## config.mk

```make
export PLATFORM = sky130hd
export DESIGN_NAME = pio24_core
export DESIGN_NICKNAME = d
export VERILOG_FILES = /design/src/rtl/pio24_pkg.sv /design/src/rtl/pio24_sync.sv /design/src/rtl/pio24_group.sv /design/src/rtl/pio24_core.sv
export SDC_FILE = /design/constraint.sdc
export NUM_CORES = 1
export LEC_CHECK = 0
export BUFFER_PORTS_ARGS = -buffer_cell sky130_fd_sc_hd__buf_4
export CORE_ASPECT_RATIO = 1.75
export CORE_MARGIN = 2
export CORE_UTILIZATION = 47
export CTS_CLUSTER_DIAMETER = 80
export CTS_CLUSTER_SIZE = 16
export DETAILED_ROUTE_END_ITERATION = 12
export PLACE_DENSITY = 0.72
export SETUP_SLACK_MARGIN = 0.3
export SYNTH_ARGS = -nofsm -noshare
export SYNTH_HDL_FRONTEND = slang
export SYNTH_SLANG_ARGS = --single-unit
```

## constraint.sdc

```tcl
create_clock -name clk -period 1.8 [get_ports clk]
set_clock_uncertainty 0.2 [all_clocks]
set_input_delay 0.36 -clock clk [delete_from_list [all_inputs] [get_ports clk]]
set_output_delay 0.36 -clock clk [all_outputs]
set_load 0.1 [all_outputs]
```

## src/rtl/pio24_pkg.sv

```systemverilog
package pio24_pkg;

    typedef enum logic [1:0] {
        GRP_IN_FRESH,
        GRP_IN_HELD,
        GRP_OUT_DRIVE
    } grp_state_t;

    localparam int NUM_GRP = 4;

    localparam logic [3:0] OFF_A   = 4'h0;
    localparam logic [3:0] OFF_B   = 4'h1;
    localparam logic [3:0] OFF_C   = 4'h2;
    localparam logic [3:0] OFF_DIR = 4'h3;
    localparam logic [3:0] OFF_BUF = 4'hA;

    // direction bit position decoded by software, per group A, B, C low, C high
    function automatic int dir_pos(input int g);
        case (g)
            0:       return 4;
            1:       return 1;
            2:       return 0;
            default: return 3;
        endcase
    endfunction

    function automatic int grp_width(input int g, input int pw);
        return (g < 2) ? pw : pw / 2;
    endfunction

    function automatic int grp_lsb(input int g, input int pw);
        case (g)
            0:       return 0;
            1:       return pw;
            2:       return 2 * pw;
            default: return 2 * pw + pw / 2;
        endcase
    endfunction

    // position of the group's slice inside the written byte
    function automatic int grp_boff(input int g, input int pw);
        return (g == 3) ? pw / 2 : 0;
    endfunction

endpackage

```

## src/rtl/pio24_sync.sv

```systemverilog
module pio24_sync #(
    parameter int W = 24
) (
    input  logic         clk,
    input  logic         rst_n,
    input  logic [W-1:0] d,
    output logic [W-1:0] q
);
    logic [W-1:0] meta_q;

    always_ff @(posedge clk or negedge rst_n) begin
        if (!rst_n) begin
            meta_q <= '0;
            q      <= '0;
        end else begin
            meta_q <= d;
            q      <= meta_q;
        end
    end
endmodule

```

## src/rtl/pio24_group.sv

```systemverilog
module pio24_group
    import pio24_pkg::*;
#(
    parameter int W = 8
) (
    input  logic         clk,
    input  logic         rst_n,
    input  logic         wr_data,
    input  logic [W-1:0] wdata,
    input  logic         set_dir,
    input  logic         dir_in,
    input  logic [W-1:0] sample,
    output logic [W-1:0] lat,
    output logic         is_out
);
    grp_state_t state_q, state_d;
    logic       cap_pins;

    always_comb begin
        state_d  = state_q;
        cap_pins = 1'b0;
        unique case (state_q)
            GRP_IN_FRESH: begin
                if (wr_data) begin
                    state_d = GRP_IN_HELD;
                end else if (set_dir && !dir_in) begin
                    state_d  = GRP_OUT_DRIVE;
                    cap_pins = 1'b1;
                end
            end
            GRP_IN_HELD: begin
                if (set_dir && !dir_in) state_d = GRP_OUT_DRIVE;
            end
            GRP_OUT_DRIVE: begin
                if (set_dir && dir_in) state_d = GRP_IN_HELD;
            end
            default: state_d = GRP_IN_FRESH;
        endcase
    end

    always_ff @(posedge clk or negedge rst_n) begin
        if (!rst_n) state_q <= GRP_IN_FRESH;
        else        state_q <= state_d;
    end

    always_ff @(posedge clk or negedge rst_n) begin
        if (!rst_n)        lat <= '0;
        else if (wr_data)  lat <= wdata;
        else if (cap_pins) lat <= sample;
    end

    always_comb begin
        is_out = (state_q == GRP_OUT_DRIVE);
    end
endmodule

```

## src/rtl/pio24_core.sv

```systemverilog
module pio24_core
    import pio24_pkg::*;
#(
    parameter int PORT_W = 8,
    parameter int ADDR_W = 4
) (
    input  logic                  clk,
    input  logic                  rst_n,
    input  logic                  bus_wr,
    input  logic [ADDR_W-1:0]     bus_addr,
    input  logic [PORT_W-1:0]     bus_wdata,
    output logic [PORT_W-1:0]     bus_rdata,
    input  logic [3*PORT_W-1:0]   pins_in,
    output logic [3*PORT_W-1:0]   pins_out,
    output logic [3*PORT_W-1:0]   pins_oe
);
    localparam int LINES   = 3 * PORT_W;
    localparam int SET_BIT = PORT_W - 1;

    logic [LINES-1:0]   pins_s;
    logic [NUM_GRP-1:0] grp_out;
    logic               dis_q;
    logic               dir_apply;
    logic [PORT_W-1:0]  dir_rd;

    pio24_sync #(.W(LINES)) u_sync (
        .clk   (clk),
        .rst_n (rst_n),
        .d     (pins_in),
        .q     (pins_s)
    );

    assign dir_apply = bus_wr && (bus_addr == ADDR_W'(OFF_DIR)) && bus_wdata[SET_BIT];

    always_ff @(posedge clk or negedge rst_n) begin
        if (!rst_n) dis_q <= 1'b0;
        else if (bus_wr && bus_addr == ADDR_W'(OFF_BUF)) dis_q <= bus_wdata[0];
    end

    for (genvar g = 0; g < NUM_GRP; g++) begin : g_grp
        localparam int GW  = grp_width(g, PORT_W);
        localparam int LSB = grp_lsb(g, PORT_W);
        localparam int BO  = grp_boff(g, PORT_W);
        localparam logic [3:0] OFF = (g == 0) ? OFF_A : (g == 1) ? OFF_B : OFF_C;

        logic [GW-1:0] lat;

        pio24_group #(.W(GW)) u_grp (
            .clk     (clk),
            .rst_n   (rst_n),
            .wr_data (bus_wr && bus_addr == ADDR_W'(OFF)),
            .wdata   (bus_wdata[BO +: GW]),
            .set_dir (dir_apply),
            .dir_in  (bus_wdata[dir_pos(g)]),
            .sample  (pins_s[LSB +: GW]),
            .lat     (lat),
            .is_out  (grp_out[g])
        );

        assign pins_out[LSB +: GW] = lat;
        assign pins_oe[LSB +: GW]  = {GW{grp_out[g] & ~dis_q}};
    end

    always_comb begin
        dir_rd = '0;
        for (int g = 0; g < NUM_GRP; g++) dir_rd[dir_pos(g)] = ~grp_out[g];
    end

    always_comb begin
        case (bus_addr)
            ADDR_W'(OFF_A):   bus_rdata = pins_s[0 +: PORT_W];
            ADDR_W'(OFF_B):   bus_rdata = pins_s[PORT_W +: PORT_W];
            ADDR_W'(OFF_C):   bus_rdata = pins_s[2*PORT_W +: PORT_W];
            ADDR_W'(OFF_DIR): bus_rdata = dir_rd;
            ADDR_W'(OFF_BUF): bus_rdata = {{(PORT_W-1){1'b0}}, dis_q};
            default:          bus_rdata = '0;
        endcase
    end
endmodule

```

==> impl_metrics.json, run 1 <==
{
  "cts_buffers": 9,
  "antenna_found_initial": 4,
  "error_line": "[ERROR GRT-0232] Routing congestion too high. Check the congestion heatmap in the GUI.",
  "grt.total_usage": 0.7373,
  "gr-total-overflow": 65,
  "gp_congestion": 0.9165,
  "ys_seq_area_frac": 0.6002,
  "dp_hpwl_um": 6021,
  "worst_endpoint_kind": "output port",
  "haltStage": "global routing",
  "h-tree-depth": 3,
  "postSynthAreaPerCell_um2": 13.90,
  "cts_sinks": 81,
  "rows": 40,
  "fp.dieW_um": 68.08,
  "synth.distinct_cells": 34,
  "status": "aborted with a tool error",
  "netlist_instances": 243,
  "synth_enable_flop_cells": 0,
  "initial_core_util": 0.4889,
  "syn_area_um2": 3377,
  "synth_fa_ha_area_frac": 0,
  "ys_ff_latch": 81,
  "synth_top_family_by_area": "multiplexers",
  "synth_top_cell_area_share": 0.6002,
  "synthTopCellsByArea": "dfrtp_1 60%, mux2_2 16%, buf_4 4.7%, mux2i_1 2.1%, o41ai_4 1.6%",
  "grt_max_degree": 56,
  "synth_flop_cell": "dfrtp_1",
  "yosys.area_share.simple": 0.08299,
  "post-place-ws_ps": -282.6,
  "muxShareOfSynthArea": 0.1975,
  "ios": 95,
  "syn-num-nets": 282,
  "async_reset_ff_frac": 1.000,
  "synth-compound-area-share": 0.05891,
  "clock_path_buffers": 2,
  "synth_top_cell_by_area": "dfrtp_1",
  "grt-worst-endpoint": "bus_rdata[3]",
  "portBuffers": 94,
  "cts_root_buf": "clkbuf_16",
  "die_h_um": 116.1,
  "synth_xor_xnor_area_share": 0,
  "placed_area_um2": 4579,
  "yosysWarnings": 0
}
[what timing repair did]
item | CTS
pin swaps | 19
gates resized for setup | 200
buffers inserted | 38
hold endpoints to repair | 105
cloned | 0
setup endpoints to repair | 80
hold buffers | 25
[layer usage]
metal,GRT overflow,global-route usage
met1,0,0.7605
met2,33,0.9068
met3,0,0.5231
met4,32,0.7787
met5,0,0
[per-stage QoR]
stage | util | TNS, ps | std cells
after floorplan | - | -11730 | 243
after global placement | 0.6630 | -6200 | 431
after CTS | 0.9147 | -9004 | 510
after detailed placement | 0.6630 | -7078 | 431
[synthesized netlist by cell type (2+ instances only)]
cell / number
nor2b_1: 4
nor3_1: 2
dfrtp_1: 81
o21ai_0: 5
clkbuf_1: 4
o22ai_1: 5
inv_1: 4
a211oi_1: 2
nor2_1: 14
and3_1: 2
and2_1: 5
nand2_1: 6
mux2i_1: 7
buf_4: 21
a21oi_1: 8
nand2b_1: 5
o41ai_4: 2
mux2_2: 49
mux4_2: 2
[kinds of logic after synthesis]
kind of cell	after synthesis
DFF	81
and+or+nand+nor	47
muxes	58
buffers and inverters	31
AOI/OAI and AO/OA	26
==> run 2: changes to the inputs <==
- CORE_ASPECT_RATIO: 1.75 -> unset
- CORE_UTILIZATION: 47 -> 40
- CTS_CLUSTER_DIAMETER: 80 -> unset
- CTS_CLUSTER_SIZE: 16 -> unset
- PLACE_DENSITY: 0.72 -> unset
- PLACE_DENSITY_LB_ADDON: unset -> 0.15
- SETUP_SLACK_MARGIN: 0.3 -> unset
- clock period: 1.8 -> 2.35 ns (I/O delays scaled with it)
==> impl_metrics.json, run 2 <==
{
  "status": "complete, but fails checks",
  "violations": "setup timing",
  "placed_area_um2": 4300,
  "cap_violations": 0,
  "worstHoldPathCells": 1,
  "muxShareOfSynthArea": 0.1975,
  "fmax_ghz": 0.4245,
  "p_per_area_nw_per_um2": 1076,
  "initial_core_util": 0.4110,
  "die_h_um": 95.88,
  "worst_slack_ps": -5.710,
  "top_regs": "g_grp.u_grp.lat: 24 flops, u_sync.meta_q: 24 flops, u_sync.q: 24 flops",
  "core-area_um2": 8217,
  "cts_sinks": 81,
  "whs_ps": 29.18,
  "worst_pin_slew_ps": 383.4,
  "h-tree-depth": 3,
  "min_path_type": "input port to flop",
  "cts_root_buf": "clkbuf_8",
  "rows": 33,
  "finalWirelength_um": 7518,
  "viasPerCell": 4.802,
  "synth-compound-area-share": 0.05891,
  "rr_endpoint": "g_grp[1].u_grp.lat[2]",
  "critPathMaxFanout": 3,
  "fp.dieW_um": 95.88,
  "power_leakage_uw": 0.002192,
  "min-delay-start": "pins_in[4]",
  "cts_tree": "yes",
  "mostFrequentLayoutCell": "buf_4",
  "drt_pass1_iterations": 4,
  "rsz0062_at_grt": "true",
  "synth_xor_xnor_area_share": 0,
  "syn_area_um2": 3377,
  "synth_fa_ha_area_frac": 0,
  "drt_iter0_markers": 87,
  "synth.distinct_cells": 34,
  "synth_enable_flop_cells": 0,
  "critical_path_class": "flop to output pin",
  "power_uw": 5077,
  "portBuffers": 94,
  "multi_input_area_um2": 1269,
  "synth_top_cell_by_area": "dfrtp_1",
  "synth_top_cell_area_share": 0.6002,
  "layout-drive-gt1-share": 0.6128,
  "area_delta_synth_final_pct": 39.68,
  "diodes": 0,
  "start_kind": "flop",
  "routed-via-count": 2228,
  "antenna_found_initial": 0,
  "max-slew-margin-rel": 0.7429,
  "fill_cells": 690,
  "clk_pin_slew_worst_paths_ps": 80,
  "ys_seq_area_frac": 0.6002,
  "dieArea_um2": 9193,
  "cp_cell_sequence": "inv_2 > nand2_4 > mux4_2 > and2_4 > buf_12",
  "hold_viol_final": 0,
  "peakVddDrop_mv": 0.5961,
  "crit_arrival_ps": 1690,
  "yosysMostFrequentCell": "dfrtp_1",
  "gp_congestion": 0.8281,
  "max_stage_delay_ps": 440,
  "synth_top_family_by_area": "multiplexers",
  "yosys.area_share.simple": 0.08299,
  "cts_buffers": 9,
  "ys_ff_latch": 81,
  "ant_nets": 0,
  "synthTopCellsByArea": "dfrtp_1 60%, mux2_2 16%, buf_4 4.7%, mux2i_1 2.1%, o41ai_4 1.6%",
  "finalSetupViolations": 1,
  "dp_hpwl_um": 5517,
  "cp.required_ps": 1680,
  "grt_pass1_vias": 2313,
  "gr-total-overflow": 0,
  "async_reset_ff_frac": 1.000,
  "endpoint_kind": "output pin",
  "synth_flop_cell": "dfrtp_1",
  "fin_area_um2": 4717,
  "syn-num-nets": 282,
  "mostFrequentLayoutCells": "114 x buf_4, 80 x dfrtp_1, 49 x mux2_2, 9 x clkbuf_8, 8 x a21oi_1",
  "ios": 95,
  "critPathTopFamily": "multiplexers",
  "critPathBufInv": 2,
  "clk_latency_ps": 340,
  "slowest_stage": "mux4_2",
  "postSynthAreaPerCell_um2": 13.90,
  "seq_area_um2": 2028,
  "drc": 0,
  "clock_path_buffers": 2,
  "netlist_instances": 243,
  "grt_max_degree": 38,
  "drv_slew": 0,
  "r2r-start": "g_grp[1].u_grp.state_q[0]",
  "whs_endpoint": "u_sync.meta_q[4]",
  "grt_pass1_wl_um": 11770,
  "grt.total_usage": 0.1735,
  "fin_crit_sh": 1.002,
  "synth_common_cells": "81 x dfrtp_1, 49 x mux2_2, 21 x buf_4, 14 x nor2_1, 8 x a21oi_1",
  "post_drt_wl_per_cell_um": 16.20,
  "fin_crit_ps": 2356,
  "regToRegSetupSlack_ps": 550,
  "nets": 394,
  "reg2regPathDepth": 4,
  "yosysWarnings": 0
}
-- run 2: power by group --
part	total, µW	internal [µW]	switching, µW
clock network	1080	593	489
logic	2260	584	1680
registers	1730	1600	135
total	5080	2770	2300
-- run 2: metrics by stage --
step / instances / setup slack, ps / utilization / TNS, ps
6_report: 464 / -5.710 / 0.5741 / -5.710
5_1_grt: 464 / -42.43 / 0.5741 / -82.19
4_1_cts: 457 / -17.49 / 0.5614 / -17.49
3_5_place_dp: 438 / 42.47 / 0.5234 / 0
3_3_place_gp: 438 / 74.21 / 0.5234 / 0
2_1_floorplan: 243 / -228.0 / - / -520.3
-- run 2: what timing repair did --
action	in CTS	in global routing
hold buffers	1	0
pin swaps	1	1
setup buffers	3	7
hold endpoints to repair	16	0
resized for setup	19	11
endpoints found under the setup margin	4	12
-- run 2: layout make-up --
cell class	count	share of cell area
clock buffer	10	0.02706
clock inverter	5	0.01724
inverter	4	0.003183
multi-input combinational	131	0.2690
sequential	81	0.4300
tap	105	0.02785
timing repair buffer	128	0.2257
-- run 2: per-layer routing --
layer | track usage | up-vias | part of all wire
met5 | 0 | - | 0
li1 | - | 1053 | -
met4 | 0.06071 | 0 | 0.015
met1 | 0.2324 | 1093 | 0.45
met3 | 0.04229 | 11 | 0.046
met2 | 0.2768 | 71 | 0.49
-- run 2: worst reg2reg max path, stage by stage (launching register included) --
cell     delay (ps)
dfrtp_1         410
buf_4           150
o41ai_4         330
buf_4           230
mux2_2          350
-- run 2: worst max path at each step --
stage | startpoint | to | slack (ps) | depth (start not counted)
5_1_grt | g_grp[1].u_grp.state_q[0] | bus_rdata[1] | -40 | 5
3_3_place_gp | bus_addr[0] | g_grp[2].u_grp.lat[0] | 70 | 7
2_1_floorplan | bus_addr[2] | bus_rdata[4] | -230 | 3
4_1_cts | g_grp[1].u_grp.state_q[0] | bus_rdata[1] | -20 | 5
3_5_place_dp | bus_addr[0] | bus_rdata[0] | 40 | 6
6_report | g_grp[1].u_grp.state_q[0] | bus_rdata[1] | -6 | 5
-- run 2: kinds of logic after synthesis --
kind of cell	Yosys count
multiplexers	58
flip-flops	81
buffers and inverters	31
AND/OR/NAND/NOR	47
AO/OA/AOI/OAI	26
(Power assumes the default switching activity.)
==> run 3: changes to the inputs <==
- CTS_BUF_LIST: unset -> sky130_fd_sc_hd__clkbuf_8
==> impl_metrics.json, run 3 (synthesis gave the netlist of run 2 again) <==
{
  "status": "complete, but fails checks",
  "violations": "setup timing",
  "fin_area_um2": 4717,
  "grt_max_degree": 38,
  "mostFrequentLayoutCells": "114 x buf_4, 80 x dfrtp_1, 49 x mux2_2, 9 x clkbuf_8, 8 x a21oi_1",
  "cts_root_buf": "clkbuf_8",
  "fp.dieW_um": 95.88,
  "start_kind": "flop",
  "r2r-start": "g_grp[1].u_grp.state_q[0]",
  "drt_iter0_markers": 87,
  "fill_cells": 690,
  "max_stage_delay_ps": 440,
  "power_uw": 5072,
  "worst_slack_ps": -6.149,
  "drt_pass1_iterations": 4,
  "power.switching_uw": 2302,
  "h-tree-depth": 3,
  "finalSetupTns_ps": -6.149,
  "max-slew-margin-rel": 0.7429,
  "cp-startpoint": "g_grp[1].u_grp.state_q[0]",
  "power_leakage_uw": 0.002196,
  "dp.cells": 438,
  "min_path_type": "input port to flop",
  "critPathTopFamily": "multiplexers",
  "fin_crit_ps": 2356,
  "grt_pass1_vias": 2313,
  "power_frac_seq": 0.341,
  "viasPerCell": 4.800,
  "top_regs": "g_grp.u_grp.lat: 24 flops, u_sync.meta_q: 24 flops, u_sync.q: 24 flops",
  "cts_tree": "yes",
  "worst_pin_slew_ps": 383.4,
  "gp_congestion": 0.8281,
  "combPwrFrac": 0.446,
  "fin_crit_sh": 1.003,
  "post_drt_wl_per_cell_um": 16.19,
  "critical_path_class": "flop to output pin",
  "core-area_um2": 8217,
  "critPathBufInv": 2,
  "rows": 33,
  "cp_cell_sequence": "inv_2 > nand2_4 > mux4_2 > and2_4 > buf_12",
  "pwr-share-clk": 0.212,
  "dieArea_um2": 9193,
  "finalWirelength_um": 7513,
  "grt_pass1_wl_um": 11770,
  "p_per_area_nw_per_um2": 1075,
  "rsz0062_at_grt": "true",
  "cp.required_ps": 1680,
  "cts_sinks": 81,
  "antenna_found_initial": 0,
  "peakVddDrop_mv": 0.5961,
  "crit_arrival_ps": 1690,
  "portBuffers": 94,
  "drc": 0,
  "grt.total_usage": 0.1735,
  "finalSetupViolations": 1,
  "final_cells": 464,
  "min-delay-start": "pins_in[4]",
  "ant_nets": 0,
  "grt-busiest-layer": "met2",
  "area_delta_synth_final_pct": 39.68,
  "gr-usage-met1": 0.2324,
  "p_int_uw": 2769,
  "placed_area_um2": 4300,
  "ios": 95,
  "drv_slew": 0,
  "diodes": 0,
  "clk_pin_slew_worst_paths_ps": 80,
  "clock_path_buffers": 2,
  "nets": 394,
  "p_sw_frac": 0.4540,
  "hold_viol_final": 0,
  "slowest_stage": "mux4_2",
  "layout-drive-gt1-share": 0.6128,
  "grtUsageMet2": 0.2768,
  "routed-via-count": 2227,
  "cts_buffers": 9,
  "gr-total-overflow": 0,
  "cap_violations": 0,
  "mostFrequentLayoutCell": "buf_4",
  "endpoint_kind": "output pin",
  "met3_usage": 0.04229,
  "critPathMaxFanout": 3,
  "post-place-ws_ps": 42.47,
  "fmax_ghz": 0.4244,
  "dp_hpwl_um": 5517,
  "clk_latency_ps": 340,
  "die_h_um": 95.88,
  "initial_core_util": 0.4110
}
==> run 3: final cells by class <==
cell class / count / area, µm² / area share
Clock inverter: 6 / 85.08 / 0.01804
Timing Repair Buffer: 128 / 1065 / 0.2257
Inverter: 4 / 15.01 / 0.003183
Sequential cell: 81 / 2028 / 0.4300
Tap cell: 105 / 131.4 / 0.02785
Clock buffer: 9 / 123.9 / 0.02626
Multi-Input combinational cell: 131 / 1269 / 0.2690
==> run 3: what timing repair did <==
item                                   CTS  global route
hold buffers                             1             0
pin swaps                                1             1
endpoints found under the hold margin   16             0
resized for setup                       19            11
buffers inserted                         3             7
setup endpoints to repair                4            12
gates cloned                             0             0
==> run 3: power groups by stage <==
stage / registers, µW / clock network [µW] / logic, µW
after global placement: 1760 / 0 / 2120
final: 1730 / 1080 / 2260
after floorplan: 2580 / 0 / 878
after CTS: 1730 / 1110 / 2220
after detailed placement: 1760 / 0 / 2140
after global routing: 1750 / 1160 / 2350
==> run 3: metal layers <==
metal  part of all wire  vias up
met1               0.45     1092
met4              0.015        0
met5                  0        -
met2               0.49       71
met3              0.046       11
li1                   -     1053
==> run 3: metrics by stage <==
| stage | hold slack (ps) | utilization |
|---|---|---|
| after floorplan | -25.59 | - |
| after global placement | 134.3 | 0.5234 |
| after detailed placement | 134.7 | 0.5234 |
| after CTS | 8.324 | 0.5614 |
| after global routing | 10.19 | 0.5741 |
| final | 29.85 | 0.5741 |
==> run 3: path summary, 6_finish.rpt <==
kind / slack, ps / endpoint / cells after the start
setup / recovery: -6 / bus_rdata[1] / 5
hold reg to reg: 150 / u_sync.q[3] / 0
min in group asynchronous: 340 / u_sync.meta_q[0] / 2
setup reg to reg: 550 / g_grp[1].u_grp.lat[2] / 4
max in group asynchronous: 1000 / g_grp[0].u_grp.lat[5] / 3
hold / removal: 30 / u_sync.meta_q[4] / 1
